File: config.mk
export PLATFORM = sky130hd
export DESIGN_NAME = hold_timer
export DESIGN_NICKNAME = d
export VERILOG_FILES = /design/src/rtl/tmr_pkg.sv /design/src/rtl/tmr_regs.sv /design/src/rtl/tmr_gap_guard.sv /design/src/rtl/tmr_count_core.sv /design/src/rtl/hold_timer.sv
export SDC_FILE = /design/constraint.sdc
export NUM_CORES = 1
export LEC_CHECK = 0
export ABC_CLOCK_PERIOD_IN_PS = 2900
export BUFFER_PORTS_ARGS = -buffer_cell sky130_fd_sc_hd__clkbuf_2
export CAP_MARGIN = 5
export CORE_MARGIN = 8
export CORE_UTILIZATION = 30
export CTS_BUF_LIST = sky130_fd_sc_hd__clkbuf_4
export DETAILED_ROUTE_END_ITERATION = 16
export SLEW_MARGIN = 10
export SYNTH_ARGS = -nofsm -noshare
export SYNTH_HDL_FRONTEND = slang
export SYNTH_SLANG_ARGS = --single-unit
export TNS_END_PERCENT = 20
File: constraint.sdc
create_clock -name clk -period 2.9 [get_ports clk]
set_input_delay 0.435 -clock clk [delete_from_list [all_inputs] [get_ports clk]]
set_output_delay 0.435 -clock clk [all_outputs]
set_load 0.01 [all_outputs]
File: src/rtl/tmr_pkg.sv
package tmr_pkg;
   localparam int RUN_BIT = 0;
   localparam int RLD_BIT = 1;
   localparam int CTRL_BITS = 2;
endpackage

File: src/rtl/tmr_regs.sv
module tmr_regs
   import tmr_pkg::*;
#(
   parameter int WIDTH    = 32,
   parameter int ADDR_W   = 8,
   parameter int OFS_CTRL = 'h10,
   parameter int OFS_INTV = 'h14,
   parameter int OFS_CUR  = 'h18
) (
   input  logic              clk,
   input  logic              rst_n,
   input  logic              wr_en,
   input  logic              rd_en,
   input  logic [ADDR_W-1:0] addr,
   input  logic [WIDTH-1:0]  wdata,
   output logic [WIDTH-1:0]  rdata,
   input  logic [WIDTH-1:0]  cnt,
   input  logic              took,
   output logic              run_bit,
   output logic              rld_bit,
   output logic [WIDTH-1:0]  interval
);
   localparam logic [ADDR_W-1:0] A_CTRL = ADDR_W'(OFS_CTRL);
   localparam logic [ADDR_W-1:0] A_INTV = ADDR_W'(OFS_INTV);
   localparam logic [ADDR_W-1:0] A_CUR  = ADDR_W'(OFS_CUR);

   logic wr_ctrl, wr_intv;
   assign wr_ctrl = wr_en && (addr == A_CTRL);
   assign wr_intv = wr_en && (addr == A_INTV);

   always_ff @(posedge clk or negedge rst_n) begin
      if (!rst_n) begin
         run_bit  <= 1'b0;
         rld_bit  <= 1'b0;
         interval <= '0;
      end else begin
         if (wr_ctrl) begin
            run_bit <= wdata[RUN_BIT];
            rld_bit <= wdata[RLD_BIT] | (rld_bit & ~took);
         end else if (took) begin
            rld_bit <= 1'b0;
         end
         if (wr_intv) interval <= wdata;
      end
   end

   always_comb begin
      rdata = '0;
      if (rd_en) begin
         if (addr == A_CTRL) begin
            rdata[RUN_BIT] = run_bit;
            rdata[RLD_BIT] = rld_bit;
         end else if (addr == A_INTV) begin
            rdata = interval;
         end else if (addr == A_CUR) begin
            rdata = cnt;
         end
      end
   end

   // a taken reload clears the flag unless a new reload write lands in the same cycle
   a_r7_reload_clears: assert property (@(posedge clk) disable iff (!rst_n)
      (took && !(wr_ctrl && wdata[RLD_BIT])) |=> !rld_bit);

   // a write to the counter offset leaves every register alone
   a_r10_cur_read_only: assert property (@(posedge clk) disable iff (!rst_n)
      (wr_en && addr == A_CUR && !took) |=> ($stable(interval) && $stable(run_bit) && $stable(rld_bit)));
endmodule

File: src/rtl/tmr_gap_guard.sv
module tmr_gap_guard #(
   parameter int GAP_TICKS = 2
) (
   input  logic clk,
   input  logic rst_n,
   input  logic tick,
   input  logic run_bit,
   output logic run
);
   generate
      if (GAP_TICKS == 0) begin : g_nogap
         assign run = run_bit;
      end else begin : g_gap
         localparam int GW = $clog2(GAP_TICKS + 1);
         logic [GW-1:0] gap;
         logic          run_q;

         always_ff @(posedge clk or negedge rst_n) begin
            if (!rst_n) begin
               gap   <= '0;
               run_q <= 1'b0;
            end else begin
               run_q <= run_bit;
               if (run_q && !run_bit)
                  gap <= GW'(GAP_TICKS);
               else if (tick && gap != '0)
                  gap <= gap - 1'b1;
            end
         end

         assign run = run_bit && (gap == '0);

         // right after a stop has been seen, the channel may not run
         a_r8_holdoff: assert property (@(posedge clk) disable iff (!rst_n)
            (run_q && !run_bit) |=> !run);
      end
   endgenerate
endmodule

File: src/rtl/tmr_count_core.sv
module tmr_count_core #(
   parameter int WIDTH = 32
) (
   input  logic             clk,
   input  logic             rst_n,
   input  logic             tick,
   input  logic             run,
   input  logic             rld_bit,
   input  logic [WIDTH-1:0] interval,
   output logic [WIDTH-1:0] cnt,
   output logic             took,
   output logic             expire
);
   logic primed;
   logic step;

   assign step = tick && run;
   assign took = step && (rld_bit || !primed);

   always_ff @(posedge clk or negedge rst_n) begin
      if (!rst_n) begin
         cnt    <= '0;
         primed <= 1'b0;
         expire <= 1'b0;
      end else begin
         expire <= 1'b0;
         if (step) begin
            if (took) begin
               cnt    <= interval;
               primed <= 1'b1;
            end else if (cnt == '0) begin
               cnt    <= interval;
               expire <= 1'b1;
            end else begin
               cnt <= cnt - 1'b1;
            end
         end
      end
   end

   // without an enabled tick the count is frozen
   a_r6_pause_holds: assert property (@(posedge clk) disable iff (!rst_n)
      !step |=> $stable(cnt));

   // an ordinary enabled tick lowers the count by one
   a_r4_step_one: assert property (@(posedge clk) disable iff (!rst_n)
      (step && !took && cnt != '0) |=> (cnt == $past(cnt) - 1'b1));

   // a reload tick copies the interval
   a_r7_take_interval: assert property (@(posedge clk) disable iff (!rst_n)
      (step && rld_bit) |=> (cnt == $past(interval)));

   // expiry only follows an enabled tick
   a_r5_expire_after_tick: assert property (@(posedge clk) disable iff (!rst_n)
      expire |-> $past(step));
endmodule

File: src/rtl/hold_timer.sv
module hold_timer
   import tmr_pkg::*;
#(
   parameter int WIDTH     = 32,
   parameter int ADDR_W    = 8,
   parameter int OFS_CTRL  = 'h10,
   parameter int OFS_INTV  = 'h14,
   parameter int OFS_CUR   = 'h18,
   parameter int GAP_TICKS = 2
) (
   input  logic              clk,
   input  logic              rst_n,
   input  logic              wr_en,
   input  logic              rd_en,
   input  logic [ADDR_W-1:0] addr,
   input  logic [WIDTH-1:0]  wdata,
   output logic [WIDTH-1:0]  rdata,
   input  logic              tick,
   output logic              expire
);
   generate
      if (WIDTH < CTRL_BITS) begin : g_bad_width
         $error("hold_timer: WIDTH too small for control bits");
      end
      if (OFS_CTRL >= (1 << ADDR_W) || OFS_INTV >= (1 << ADDR_W) || OFS_CUR >= (1 << ADDR_W)) begin : g_bad_addr
         $error("hold_timer: register offset exceeds address width");
      end
      if (GAP_TICKS < 0) begin : g_bad_gap
         $error("hold_timer: GAP_TICKS must be non-negative");
      end
   endgenerate

   logic             run_bit, rld_bit, run, took;
   logic [WIDTH-1:0] interval, cnt;

   tmr_regs #(
      .WIDTH(WIDTH), .ADDR_W(ADDR_W),
      .OFS_CTRL(OFS_CTRL), .OFS_INTV(OFS_INTV), .OFS_CUR(OFS_CUR)
   ) u_regs (
      .clk(clk), .rst_n(rst_n), .wr_en(wr_en), .rd_en(rd_en), .addr(addr),
      .wdata(wdata), .rdata(rdata), .cnt(cnt), .took(took),
      .run_bit(run_bit), .rld_bit(rld_bit), .interval(interval)
   );

   tmr_gap_guard #(.GAP_TICKS(GAP_TICKS)) u_gap (
      .clk(clk), .rst_n(rst_n), .tick(tick), .run_bit(run_bit), .run(run)
   );

   tmr_count_core #(.WIDTH(WIDTH)) u_core (
      .clk(clk), .rst_n(rst_n), .tick(tick), .run(run), .rld_bit(rld_bit),
      .interval(interval), .cnt(cnt), .took(took), .expire(expire)
   );

   // no expiry pulse while the channel has never been started
   a_r1_quiet_when_stopped: assert property (@(posedge clk) disable iff (!rst_n)
      (!run && !$past(run)) |-> !expire);
endmodule

=== After elaboration in Yosys (flattened, before gate mapping) ===
Index checks and enable logic that the tools add are counted.

* Bits in registers: 71
* Input port bits: 45
* Output and inout port bits: 33

* Equality and inequality tests: 3
* $add $sub $neg: 2
* Mux-type cells: 14
* Bitwise gates (word level): 3
* Reduce and logical (&&, ||, !) cells: 16

{| class="wikitable"
|+ Operators by type and width
! operator !! number
|-
| 2-to-1 mux 32 bit || 5
|-
| logical NOT 32 bit || 1
|-
| subtractor 32 x 1 -> 32 bit, second input constant || 1
|-
| 2-to-1 mux 30 bit || 1
|-
| == test 8 x 5 -> 1 bit, second input constant || 3
|-
| logical AND 1 bit || 7
|-
| 2-to-1 mux 2 bit || 3
|-
| nonzero test 2 bit || 3
|-
| 2-to-1 mux 1 bit || 5
|-
| logical NOT 1 bit || 2
|-
| logical NOT 2 bit || 1
|-
| AND reduction 2 bit || 1
|-
| subtractor 2 x 1 -> 2 bit, second input constant || 1
|-
| AND 1 bit || 1
|-
| logical OR 1 bit || 1
|-
| inverter 1 bit || 1
|-
| bitwise OR 1 bit || 1
|}

=== Depth between registers and ports, before layout ===
* Word-level depth: 8
* Mapped depth: 10
* Gate-level depth less buffers: 7

=== Hierarchy ===
From an unflattened synthesis, not the netlist that was laid out.

* Cells, all modules: 452
* Area, all modules: 4388.0 um^2

{| class="wikitable"
|+ Modules (own cells, without submodules)
! module !! times used !! area each (um^2) !! seq. area each (um^2) !! cells each
|-
| tmr_count_core || 1 || 2329.7 || 850.8 || 280
|-
| tmr_regs || 1 || 1909.3 || 850.8 || 159
|-
| tmr_gap_guard || 1 || 148.9 || 75.1 || 13
|}

=== Worst setup path before layout ===
OpenSTA, ideal clock, no wires.

* Path type: in2out
* Start: input addr[7]
* End: output rdata[10]
* Arrival: 1774 ps
* Data required time: 2465 ps
* Setup slack: 691 ps
* Stages on the path: 6
* Cells stage by stage: nor4_1 -> nand3b_1 -> nor3b_1 -> clkbuf_1 -> a22oi_1 -> nor2_1

* Longest elaborated chain between the ends: 5
* Elaborated cells on any way between the ends: 7
* Those cells by class: eq/ne: 3; mux: 4

{| class="wikitable"
|+ RTL lines
! item !! line !! RTL
|-
| start, declared || hold_timer.sv:15 || <nowiki>input logic [ADDR_W-1:0] addr,</nowiki>
|-
| == test 8 x 5 -> 1 bit || tmr_regs.sv:55 || <nowiki>end else if (addr == A_CUR) begin</nowiki>
|-
| 2-to-1 mux 32 bit || tmr_regs.sv:55 ||
|-
| 2-to-1 mux 32 bit || tmr_regs.sv:53 || <nowiki>end else if (addr == A_INTV) begin</nowiki>
|-
| 2-to-1 mux 30 bit (*) || tmr_regs.sv:50 || <nowiki>if (addr == A_CTRL) begin</nowiki>
|-
| 2-to-1 mux 32 bit (*) || tmr_regs.sv:49 || <nowiki>if (rd_en) begin</nowiki>
|-
| end, declared || hold_timer.sv:17 || <nowiki>output logic [WIDTH-1:0] rdata,</nowiki>
|}

Every way passes the cells marked *; elsewhere a longest branch is shown, timed or not.

=== Worst setup path in the final report ===
* Start: input addr[7]
* End: output rdata[30]

The elaborated chain is that of the path after synthesis.

==> impl_metrics.csv <==
group,metric,value,unit
status,status,"complete, no violations",
timing,skew,0.02292,ns
floorplanning,pin_count,78,
floorplanning,row_count,43,
synth,syn-mean-instance-area,9.465,um^2
floorplanning,dieArea,18120,um^2
drt,drtAntennaViolNets,0,
final_layout,nNetsFinal,568,
clock_tree,post-cts-setup-buffer-count,0,
grt,grt_max_degree,43,
floorplanning,coreArea,13830,um^2
grt,grt_use_total,14.12,%
clock_tree,cts_inserted_buffers,9,
synth,yosysWarnings,0,
timing,holdWs,0.04564,ns
final_layout,fillers,1428,
timing,finalCritPeriodShare,84.04,%
drt,vias_per_cell,5.371,
place,routabilityCongestion,0.8352,
worst_setup_path,rrSetupSlack,0.47,ns
final_layout,diodes,0,
worst_setup_path,worstSetupStartpointType,"input port",
synth,seq_area_frac_synth,42.09,%
synth,netlist.area_leader.share,42.09,%
worst_setup_path,crit_path_max_incr_delay,0.36,ns
worst_setup_path,startpoint,"addr[7]",
power_and_ir_drop,p_per_area,507.0,nW/um^2
floorplanning,dieWidth,134.6,um
timing,tns,0,ns
final_layout,syn2layout_area_growth,17.99,%
drt,firstDrtPassIters,6,
worst_setup_path,worst_path_max_delay_cell,"buf_4",
clock_tree,cts_hold_buf,0,
drt,wl,12250,um
timing,setup_viol,0,
clock_tree,clock-root-buffer,"clkbuf_4",
power_and_ir_drop,ir_drop,0.2089,mV
synth,synth_top_flop_cell,"dfrtp_1",
floorplanning,initial_core_util,30.53,%
timing,slew_headroom,50.39,%
synth,yosysTopAreaCell,"dfrtp_1",
timing,period_minus_slack,2.437,ns
timing,hold_violations,0,
drt,route.detailed.drc,0,
worst_setup_path,critPathKind,"input port to output port",
worst_setup_path,crit_path_end_kind,"output port",
synth,syn_inst,446,
grt,grt_pass1_wl,20730,um
clock_tree,cts_sinks,71,
worst_setup_path,crit_top_cell,"clkbuf_2",
place,port_buffers,77,
worst_setup_path,critPathMaxFanout,31,
clock_tree,clock_latency,0.44,ns
synth,synth_area_leaders,"dfrtp_1 (42%), mux2_2 (8.5%), a22oi_1 (5.9%)",
clock_tree,cts_tree,"done",
run,cap_violations,0,
clock_tree,clkSlewWorstSetupHoldPaths,0.12,ns
timing,rsz0062_at_grt,"no",
drt,routedWlPerCell,17.40,um
synth,syn-cell-area,4222,um^2
worst_setup_path,ff2ff_path_depth,7,
synth,synth-edff-count,0,
place,dp_slack,0.4382,ns
drt,drt_iter0_drc,251,
final_layout,final_common_cell,"clkbuf_2",
worst_setup_path,cp.required,2.47,ns
worst_setup_path,crit_chain,"clkbuf_2 > nor4_1 > nand3b_1 > nor3b_2 > buf_4 > a22oi_1 > nor2_1 > clkbuf_2",
timing,tightestPinTransition,0.7421,ns
timing,drv_slew,0,
place,place.detailed.hpwl,9031,um
clock_tree,max-clock-path-buffers,2,
clock_tree,cts_max_level,3,
worst_setup_path,worstPathArrival,2.00,ns
worst_setup_path,r2r-start,"u_core.cnt[1]",
final_layout,final_cell_mix,"clkbuf_2 (76), dfrtp_1 (71), nor2_1 (46)",
timing,max_freq,410.3,MHz
grt,grt_pass1_vias,3913,
grt,grt_overflow_total,0,
synth,async_flop_share,100.0,%
synth,synth.net_count,494,
clock_tree,cts_repair_resize_count,0,
final_layout,drive_above_1_share,30.34,%
hold_path,hold_class,"input port to async pin",
worst_setup_path,r2r_end,"u_core.cnt[19]",
drt,num_vias,3781,
synth,yosysUniqueCellTypes,55,
synth,synth_seq_cells,71,
timing,setup_ws,0.4627,ns
floorplanning,die_h,134.6,um
power_and_ir_drop,p_leak,2.196,nW
grt,antenna_found_initial,0,
## layer usage
metal | wire [um] | part of all wire (%) | up-vias | track usage [%]
met2 | 5645 | 46 | 104 | 21.51
met3 | 650 | 5.3 | 20 | 4.123
met1 | 5701 | 47 | 1827 | 18.69
met4 | 249 | 2.0 | 0 | 4.679
met5 | 0 | 0 | - | 0
li1 | - | - | 1830 | -
## sequential cells by signal (all words and copies together), names as in the netlist
register	cells
u_core.cnt	32
u_core.expire	1
u_core.primed	1
u_gap.g_gap.gap	2
u_gap.g_gap.run_q	1
u_regs.interval	32
u_regs.rld_bit	1
u_regs.run_bit	1
## cell families (layout without fill, tap and decap cells)
kind of cell | Yosys count | in the layout | synth area share, %
multiplexers | 40 | 40 | 10.43
AND/OR/NAND/NOR | 185 | 185 | 24.60
XOR/XNOR | 1 | 1 | 0.2075
AO/OA/AOI/OAI | 100 | 100 | 17.37
buffers and inverters | 46 | 124 | 4.416
flip-flops | 71 | 71 | 42.09
adder cells (fa/ha/maj) | 3 | 3 | 0.8892
## where the power goes
part / leakage (nW) / internal [W] / switching (W) / total, W
clock network: 0.0758 / 0.000262 / 0.000350 / 0.000612
registers: 0.890 / 0.00112 / 0.000209 / 0.00133
logic: 1.23 / 0.000248 / 0.000340 / 0.000588
## critical path, delay by kind of cell
kind	cells	cell delay, ns
AND/OR/NAND/NOR	4	0.85
AO/OA/AOI/OAI	1	0.12
buffers and inverters	3	0.60
## synth_stat cells, types with 2 or more instances
cell       count
nand3b_1       4
a22o_1         2
mux2i_1        8
nand2_1       24
nand4_2        3
dfrtp_1       71
a22oi_1       33
or3_1         12
inv_1         14
and2_1         4
a221o_1        3
mux2_2        32
nor3b_1        2
nor4b_1        2
nor2_1        46
o21ai_1        2
o311ai_0       2
nand2b_1       3
ha_1           3
a211o_1        2
o221ai_1       3
nor2b_1        2
nor4_4         4
buf_1          4
and3_1         5
nand3_1       32
a21oi_1       12
or2_2          2
o21ai_0       14
o211ai_1       5
a2bb2oi_1      8
nor4_1         9
nand4_1        7
clkbuf_1      22
buf_2          4
nor3_1        15
o31ai_1        4
or4_1          5
## how the worst max path moves through the flow
stage,cells after the start,slack (ns),to
4_1_cts,8,0.44,rdata[14]
6_report,8,0.46,rdata[30]
2_1_floorplan,6,0.69,rdata[10]
5_1_grt,8,0.25,rdata[14]
3_5_place_dp,8,0.44,rdata[14]
3_3_place_gp,8,0.47,rdata[14]
## layout make-up
| type | instances | area (um^2) | share of cell area, % |
|---|---|---|---|
| Inverter | 14 | 52.55 | 1.055 |
| Clock buffer | 10 | 75.07 | 1.507 |
| Tap cell | 180 | 225.2 | 4.521 |
| Timing Repair Buffer | 95 | 533.0 | 10.70 |
| Clock inverter | 5 | 50.05 | 1.005 |
| Multi-Input combinational cell | 329 | 2268 | 45.54 |
| Sequential cell | 71 | 1777 | 35.67 |
## through the flow
stage                     cell area, um^2  std cells  power, W  utilization (%)
final                                4981        704  0.002525            36.02
after global routing                 4981        704  0.002700            36.02
after CTS                            4981        704  0.002553            36.02
after detailed placement             4856        689  0.001934            35.12
after global placement               4856        689  0.001906            35.12
after floorplan                      4222        446  0.001709                -
(Power assumes the default switching activity.)
